--- config.mk ---
export PLATFORM = sky130hd
export DESIGN_NAME = bar_bank
export DESIGN_NICKNAME = d
export VERILOG_FILES = /design/src/rtl/bar_bank.sv
export SDC_FILE = /design/constraint.sdc
export NUM_CORES = 1
export LEC_CHECK = 0
export BUFFER_PORTS_ARGS = -buffer_cell sky130_fd_sc_hd__buf_2
export CAP_MARGIN = 20
export CORE_UTILIZATION = 35
export DETAILED_ROUTE_END_ITERATION = 10
export SYNTH_ARGS = -nofsm -noshare
export SYNTH_HDL_FRONTEND = slang
export SYNTH_SLANG_ARGS = --single-unit
--- constraint.sdc ---
create_clock -name clk -period 4.3 [get_ports clk]
set_input_delay 0.86 -clock clk [delete_from_list [all_inputs] [get_ports clk]]
set_output_delay 0.86 -clock clk [all_outputs]
set_load 0.01 [all_outputs]
--- src/rtl/bar_bank.sv ---
module bar_bank #(
  parameter logic [6*32-1:0] SLOT_SIZE = {32'h0010_0000, 32'h0000_0004, 32'h0000_0010,
                                          32'h0000_0000, 32'h0000_1000, 32'h0000_0020},
  parameter logic [5:0]      SLOT_IO   = 6'b010001
) (
  input  logic        clk,
  input  logic        rst_n,
  input  logic        cfg_wr,
  input  logic [7:0]  cfg_addr,
  input  logic [1:0]  cfg_len,
  input  logic [31:0] cfg_wdata,
  output logic        pass_wr,
  output logic        bar_hit,
  output logic [31:0] bar_rdata,
  output logic        unmap_vld,
  output logic [2:0]  unmap_slot,
  output logic [31:0] unmap_base,
  output logic        map_vld,
  output logic [2:0]  map_slot,
  output logic [31:0] map_base,
  output logic [31:0] map_size,
  output logic        map_io,
  output logic        cmd_io_set,
  output logic        cmd_mem_set
);
  localparam int NSLOT = 6;
  localparam logic [5:0] FIRST_DW = 6'd4;
  localparam logic [5:0] LAST_DW  = FIRST_DW + 6'(NSLOT - 1);

  function automatic logic [31:0] size_of(input logic [2:0] s);
    size_of = '0;
    for (int i = 0; i < NSLOT; i++)
      if (s == 3'(i)) size_of = SLOT_SIZE[i*32 +: 32];
  endfunction

  function automatic logic io_of(input logic [2:0] s);
    io_of = 1'b0;
    for (int i = 0; i < NSLOT; i++)
      if (s == 3'(i)) io_of = SLOT_IO[i];
  endfunction

  logic [31:0] val_q  [NSLOT];
  logic [31:0] base_q [NSLOT];

  logic [5:0]  dw;
  logic [2:0]  slot;
  logic        in_rng, impl, claim, remap, io;
  logic [31:0] sz, new_base, old_base;

  assign dw       = cfg_addr[7:2];
  assign in_rng   = (dw >= FIRST_DW) && (dw <= LAST_DW);
  assign slot     = 3'(dw - FIRST_DW);
  assign sz       = size_of(slot);
  assign io       = io_of(slot);
  assign impl     = in_rng && (sz != '0);
  assign claim    = cfg_wr && impl && (cfg_len == 2'd2) && (cfg_addr[1:0] == 2'b00);
  assign remap    = claim && (cfg_wdata != '1) && (cfg_wdata != '0);
  assign new_base = io ? (cfg_wdata & ~32'h3) : (cfg_wdata & ~32'hF);
  assign old_base = impl ? base_q[slot] : '1;

  assign pass_wr   = cfg_wr && !claim;
  assign bar_hit   = impl;
  assign bar_rdata = impl ? val_q[slot] : '0;

  always_ff @(posedge clk) begin
    if (!rst_n) begin
      for (int i = 0; i < NSLOT; i++) begin
        val_q[i]  <= {31'b0, SLOT_IO[i]};
        base_q[i] <= '1;
      end
    end else if (claim) begin
      val_q[slot] <= (cfg_wdata & ~(sz - 32'd1)) | {31'b0, io};
      if (remap) base_q[slot] <= new_base;
    end
  end

  logic        pend_vld;
  logic [2:0]  pend_slot;
  logic [31:0] pend_base;

  always_ff @(posedge clk) begin
    if (!rst_n) begin
      unmap_vld  <= 1'b0;
      unmap_slot <= '0;
      unmap_base <= '0;
      pend_vld   <= 1'b0;
      pend_slot  <= '0;
      pend_base  <= '0;
      map_vld    <= 1'b0;
      map_slot   <= '0;
      map_base   <= '0;
    end else begin
      unmap_vld  <= remap && (old_base != '1);
      unmap_slot <= slot;
      unmap_base <= old_base;
      pend_vld   <= remap;
      pend_slot  <= slot;
      pend_base  <= new_base;
      map_vld    <= pend_vld;
      map_slot   <= pend_slot;
      map_base   <= pend_base;
    end
  end

  assign map_size    = size_of(map_slot);
  assign map_io      = io_of(map_slot);
  assign cmd_io_set  = map_vld && map_io;
  assign cmd_mem_set = map_vld && !map_io;

  AST_MAP_FROM_WRITE: assert property (@(posedge clk) disable iff (!rst_n)
    map_vld |-> $past(cfg_wr, 2) && ($past(cfg_len, 2) == 2'd2));
  AST_IO_ALIGN: assert property (@(posedge clk) disable iff (!rst_n)
    (map_vld && map_io) |-> (map_base[1:0] == 2'b00));
  AST_MEM_ALIGN: assert property (@(posedge clk) disable iff (!rst_n)
    (map_vld && !map_io) |-> (map_base[3:0] == 4'h0));
  AST_UNMAP_THEN_MAP: assert property (@(posedge clk) disable iff (!rst_n)
    unmap_vld |=> map_vld && (map_slot == $past(unmap_slot)));
  AST_PASS_QUIET: assert property (@(posedge clk) disable iff (!rst_n)
    pass_wr |=> !unmap_vld);
  AST_HIT_TYPE: assert property (@(posedge clk) disable iff (!rst_n)
    bar_hit |-> (bar_rdata[0] == io_of(slot)));
endmodule

# Word-level counts from Yosys, hierarchy flattened
# Memory sizes are Yosys's and may differ from the RTL's.
# Index checks and enable logic that the tools add are counted.
# totals
n_memories	2
out_inout_bits	141
mem_bits_rw	384
ff_bits	105
# classes
reduce_logical	20
eq_ne	13
add_sub_neg	2
mux	41
order_cmp	2
bitwise_logic	3
# mem_list
name	words	width	rd	rd_clocked_by_memory_dff	write_ports	line	rtl
base_q	6	32	1	0	6	43	logic [31:0] base_q [NSLOT];
val_q	6	32	1	0	6	42	logic [31:0] val_q [NSLOT];
# op_table
op	count
32-bit 2-to-1 mux	12
32-bit inequality test (second input constant)	2
32-bit nonzero test	2
32-bit OR reduction	2
32-bit bitwise AND	1
32-bit NOT	1
32-bit by 1-bit bitwise OR with 32-bit output	1
32-bit by 1-bit subtractor with 32-bit output (second input constant)	1
13-bit 2-to-1 mux	2
1-bit 2-to-1 mux	22
3-bit by 2-bit == test with 1-bit output (second input constant)	4
3-bit == test (second input constant)	4
6-bit 2-to-1 mux	2
1-bit logical AND	11
3-bit by 1-bit == test with 1-bit output (second input constant)	2
6-bit by 3-bit greater-or-equal comparator with 1-bit output (second input constant)	1
6-bit by 4-bit less-or-equal comparator with 1-bit output (second input constant)	1
3-bit zero test	2
3-bit 2-to-1 mux	2
4-bit 2-to-1 mux	1
3-bit subtractor (second input constant)	1
2-bit == test (second input constant)	1
1-bit zero test	2
2-bit zero test	1

# Longest topological paths before layout
# Gate-level depths: netlist of run 1.
# logic_depth
depth_word	21
ltp_mapped	12
mapped_depth_nobuf	7

# Least setup slack after synthesis of run 1
# Ideal clock, no wire load.
# synth_timing
path_kind	input to register
start	in cfg_addr[2]
end	mem val_q[5][0] (enable)
arrival_time_ps	4191
required_time_ps	3838
cell_stages	9
slack_ps	-354
n_path_buf	5
path_cell_list	buf_6 -> buf_6 -> buf_6 -> buf_6 -> buf_6 -> inv_1 -> nor2_1 -> nand2_1 -> o21ai_0
# synth_lines
item	line	rtl
start, declared	9	input logic [7:0] cfg_addr,
end, declared	42	

# Worst setup path in the final report of run 1
# layout_timing
start	in cfg_addr[3]
end	out bar_rdata[6]
# layout_between
elab_chain_len	11
elab_cells_between_ends	20
classes_between	add/sub (1); order compare (2); eq/ne (5); mux (7); reduce/logical (4); memory (1)
# layout_rtl
item	line	rtl
3-bit subtractor	52	assign slot = 3'(dw - FIRST_DW);
3-bit zero test	33	if (s == 3'(i)) size_of = SLOT_SIZE[i*32 +: 32];
6-bit 2-to-1 mux	33	
13-bit 2-to-1 mux (2 in a row)	33	
32-bit 2-to-1 mux (3 in a row)	33	
32-bit nonzero test	55	assign impl = in_rng && (sz != '0);
1-bit logical AND	55	
32-bit 2-to-1 mux *	63	assign bar_rdata = impl ? val_q[slot] : '0;
end, declared	14	output logic [31:0] bar_rdata,
# Every way passes the cells marked *; elsewhere a longest branch is shown, timed or not.

==> metrics.txt, run 1 <==
setup slack, reg-to-reg=2.36 ns; top post-synthesis cells by area=edfxtp_1, mux4_2, dfxtp_1; max_slew headroom=0.290; fillers=6170; Reg2Reg Launch Point=base_q[1][31]; via count=13.8k; fmax=277 MHz; Final Cycle Share=0.841; vias per cell=4.91; RSZ-0062 raised after global routing=false; Post-Syn Instances=1527; Syn-to-layout area delta=18.9%; FFs w/ async S/R, synth=0; global-route wire length before repair=91.9 mm; most frequent cells after synthesis=edfxtp_1, nand2_1, mux4_2; CP Cell Sequence=buf_6 > buf_4 > mux4_2 > nand2_1 > a21oi_1 > buf_2; Tot Pwr=13.0 mW; share of cells above drive strength 1=0.250; WHS Endpoint=map_base[31]; Core Box Area=67800 um2; crit path buf inv count=3; Top FF cell, synth=edfxtp_1; TritonCTS Buffers=66; GRT Util Overall=0.180; antenna-violating nets left=0; setup bufs post-CTS=0; Crit path arrival time=2.75 ns; Initial Utilization=0.357; Final setup viols=0; CTS tree=done; First-pass DRT Iterations=5; Port Buffers=155; Slew Limit Fails=0; DPL Wire Length=40.3 mm; register area share after synthesis=0.699; total routed wirelength=62.8 mm; Die Wd=265 um; hold_sp=pend_base[31]; Clock Skew=0.0136 ns; root buffer cell=clkbuf_16; I/O Pins=186; PwrDens=452 nW/um2; register area=16900 um2; pin count of the biggest net entering global routing=67; clock buffer depth=3; LEAKAGE=10.6 nW; Die Span Y=265 um; Crit Path Class=primary input to output port; Syn Area/Cell=15.8 um2; area of the multi-input gates=7310 um2; worst vdd ir=290 uV; cell family with most CP delay=buffers and inverters; crit start category=primary input; Worst-path clk slew=0.05 ns; kind of end point of the critical path=output port; capturing point of the worst reg2reg path=unmap_vld; slowest stage cell, crit path=buf_6; number of cell rows=95; R2R cell count=4; Yosys reg bits=596; NumNets Final=1940; CTS Hold Buffers Added=0; final hold vios=0; CP required=3.44 ns; crit path time final=3.61 ns; drt drc=0; Routed WL per cell=22.3 um; grt ovf=0; worst hold path cell count=1; YS warnings=0; count leader, synth=edfxtp_1; routability cong.=0.818; die area=70100 um2; later-pin clock latency in the skew report=0.59 ns; top-area cell type share of the netlist area=0.616; initial antenna violation count=1; synthesized area=24200 um2; Crit Path Max Fanout=64; Post-synth EDFFs=496; Cell variety after synth=49; number of global-route vias before repair=14.1k; outcome=finished clean; Sink Count=596; Max stage delay on crit path=0.49 ns; worst hold path type=flop to flop; post-synth top area cell=edfxtp_1; H-tree levels=3; Hold Worst Slack=0.434 ns; total of max-cap violations=0; initial drt markers=1074; post_cts resized=0; Worst Tran Pin Value=1.07 ns
worst max path at each step:
stage / cells past startpoint / from / end / slack (ns)
floorplan: 9 / cfg_addr[2] / val_q[5][0] / -0.35
global placement: 6 / cfg_addr[2] / bar_rdata[14] / 0.64
detailed placement: 6 / cfg_addr[2] / bar_rdata[14] / 0.65
CTS: 6 / cfg_addr[2] / bar_rdata[14] / 0.65
global route: 6 / cfg_addr[3] / bar_rdata[6] / 0.57
finish: 6 / cfg_addr[3] / bar_rdata[6] / 0.69
kinds of logic (layout without fill, tap and decap cells):
kind of cell,after synthesis,after routing,share of synthesized area
DFF,596,596,0.699
and+or+nand+nor,543,543,0.123
buffers and inverters,164,351,0.0361
muxes,141,141,0.122
AOI/OAI and AO/OA,77,77,0.0175
adders and majority gates,4,4,0.00207
other,2,232,0.000311
layer usage:
layer  global-route usage  wire length [um]  up-vias
met5                    0                13        -
met1                0.229             25200     7043
met2                0.299             30900      537
met3               0.0359              4380      128
met4               0.0758              2230        2
li1                     -                 -     6129
cell type report:
cell class              count  area share
diodes                      1   0.0000871
clock buffers              97      0.0670
clock inverters            23     0.00601
inverters                  27     0.00361
multi-input cells         996       0.254
flip-flops and latches    596       0.588
well taps                 873      0.0380
repair buffers            204      0.0429
report_power, final:
group / switching [mW] / total [mW] / internal, mW
combinational: 0.530 / 0.860 / 0.331
clock: 2.25 / 5.48 / 3.23
sequential: 0.0828 / 6.64 / 6.55
total: 2.86 / 13.0 / 10.1
per-stage QoR:
step | setup WS, ns | cells | utilization | cell area [um2] | TNS [ns]
floorplan | -0.354 | 1756 | - | 25000 | -21.93
global route | 0.567 | 2816 | 0.424 | 28700 | 0
CTS | 0.652 | 2816 | 0.424 | 28700 | 0
detailed placement | 0.651 | 2696 | 0.393 | 26600 | 0
global placement | 0.645 | 2696 | 0.393 | 26600 | 0
finish | 0.685 | 2817 | 0.424 | 28700 | 0
cell usage in the layout (no fill, tap or decap), drive strengths merged, types with 2 or more instances in the layout:
cell type	n
a21oi	50
o21ai	8
nand2	127
and2	109
or3	2
nand3	25
mux2i	18
dfxtp	100
mux4	123
conb	231
clkinv	16
clkinvlp	4
nor4	14
clkbuf	98
and3	25
nand4	15
nor2	66
ha	4
inv	28
a31oi	15
edfxtp	496
buf	203
nand3b	3
bufinv	2
and3b	2
or2	83
and4	3
nand2b	57
nor3	8
nor3b	2
registers in the layout, indices dropped and copies added (netlist names):
register	cells
map_slot	3
unmap_vld	1
val_q	248
base_q	248
map_vld	1
map_base	30
pend_base	30
unmap_base	31
pend_vld	1
pend_slot	3
(Power assumes the default switching activity.)
==> run 2, diff against run 1 <==
==> constraint.sdc (replaced) <==
create_clock -name clk -period 3.6 [get_ports clk]
set_input_delay 0.72 -clock clk [delete_from_list [all_inputs] [get_ports clk]]
set_output_delay 0.72 -clock clk [all_outputs]
set_load 0.01 [all_outputs]
==> metrics.txt, run 2 (synthesis gave the netlist of run 1 again) <==
Crit Path Class=primary input to output port; GRT Util Overall=0.185 (+0.00471); WHS Endpoint=map_base[20]; post_cts resized=0 (unchanged); grt ovf=0 (unchanged); share of cells above drive strength 1=0.256 (+0.00576); Tot Pwr=15.3 mW (+18%); global-route wire length before repair=93.9 mm (+2.1%); Setup TNS=0 ns (unchanged); Regs by FF count=base_q: 248 flops, val_q: 248 flops, unmap_base: 31 flops; Core Box Area=67800 um2 (unchanged); Die Span Y=265 um (unchanged); RSZ-0062 raised after global routing=false; CP required=2.88 ns (-0.56 ns); max_slew headroom=0.293 (+0.00295); hold_sp=pend_base[20]; Slew Limit Fails=0 (unchanged); Worst-path clk slew=0.05 ns (about the same); CTS Hold Buffers Added=0 (unchanged); LEAKAGE=10.7 nW (+0.57%); worst vdd ir=283 uV (-2.3%); later-pin clock latency in the skew report=0.60 ns (about the same); Initial Utilization=0.357 (unchanged); root buffer cell=clkbuf_16; outcome=finished clean; I/O Pins=186 (unchanged); Crit Path Max Fanout=75 (+17%); crit start category=primary input; via count=13.9k (+0.73%); number of global-route vias before repair=14.4k (+2.1%); Clock Skew=0.0239 ns (+0.0103 ns); setup bufs post-CTS=0 (unchanged); Reg2Reg Launch Point=base_q[0][29]; die area=70100 um2 (unchanged); capturing point of the worst reg2reg path=unmap_vld; Sink Count=596 (unchanged); commonest non-fill, non-tap cell in the layout=edfxtp_1; kind of end point of the critical path=output port; setup slack, reg-to-reg=1.55 ns (-0.81 ns); initial drt markers=1214 (+13%); most frequent cells in the layout=edfxtp_1, conb_1, buf_2; CTS tree=done; Worst Tran Pin Value=1.06 ns (-0.00843 ns); number of cell rows=95 (unchanged); vias per cell=4.93 (+0.34%); routability cong.=0.776 (-5.2%); Crit path arrival time=2.36 ns (-0.39 ns); Final Cycle Share=0.857; Routed WL per cell=22.6 um (+1.6%); Hold Worst Slack=0.428 ns (-0.00623 ns); total of max-cap violations=0 (unchanged); crit path time final=3.08 ns; total routed wirelength=64.0 mm (+2.0%); Final setup viols=0 (unchanged); DPL Wire Length=40.6 mm (+0.81%); initial antenna violation count=1 (unchanged); worst hold path cell count=1 (unchanged); pin count of the biggest net entering global routing=76 (+13%); clock buffer depth=3 (unchanged); final hold vios=0 (unchanged); R2R cell count=6 (+2); Critical path origin=cfg_addr[3]; H-tree levels=3 (unchanged); TritonCTS Buffers=66 (unchanged); Syn-to-layout area delta=19.1%; PwrDens=532 nW/um2 (+18%); worst hold path type=flop to flop; First-pass DRT Iterations=5 (unchanged); fmax=324 MHz; Die Wd=265 um (unchanged); NumNets Final=1956 (+0.82%); drt drc=0 (unchanged); antenna-violating nets left=0 (unchanged); Port Buffers=155 (unchanged)
==> run 2: cell count changes in the layout (fill, tap and decap cells not counted), moves of 2 or more <==
cell	before	now
buf_4	43	57
clkbuf_16	72	69
bufinv_16	2	0
clkinv_1	12	7
clkinvlp_4	4	1
clkbuf_8	4	10
clkbuf_1	21	23
buf_12	6	8
==> run 2: worst max path at each step <==
stage,endpoint,slack (ns),cells after the start
finish,bar_rdata[21],0.52,6
global route,bar_rdata[17],0.46,6
CTS,bar_rdata[20],0.51,6
detailed placement,base_q[0][17],0.27,8
global placement,unmap_vld,0.24,8
floorplan,val_q[5][0],-0.09,9
==> run 2: final cells by class <==
class                   count  area (um2)
fillers                  6161       39000
flip-flops and latches    596       16900
diodes                      1        2.50
repair buffers            220        1380
clock inverters            14        83.8
inverters                  27         104
multi-input cells         996        7310
well taps                 873        1090
clock buffers             101        1940
==> run 2: metrics by stage <==
step / util / setup slack (ns) / std cells / area, um2
final: 0.425 / 0.516 / 2828 / 28800
after global routing: 0.425 / 0.458 / 2827 / 28800
after CTS: 0.425 / 0.510 / 2827 / 28800
after detailed placement: 0.395 / 0.273 / 2712 / 26800
after global placement: 0.395 / 0.241 / 2712 / 26800
after floorplan: - / -0.0934 / 1756 / 25000
==> run 2: layer usage <==
layer,track usage,share of wire
met4,0.0647,0.028
met5,0,0.00017
met2,0.312,0.50
met3,0.0330,0.068
met1,0.238,0.40
==> run 2: critical path, cell delays in order <==
cell     delay, ns
buf_6         0.26
buf_12        0.41
mux4_2        0.28
nand2_1       0.05
a21oi_1       0.34
buf_2         0.21
==> run 2: power breakdown <==
group	internal (mW)	switching (mW)
Combinational	0.410	0.646
Clock	3.70	2.64
Sequential	7.83	0.0958
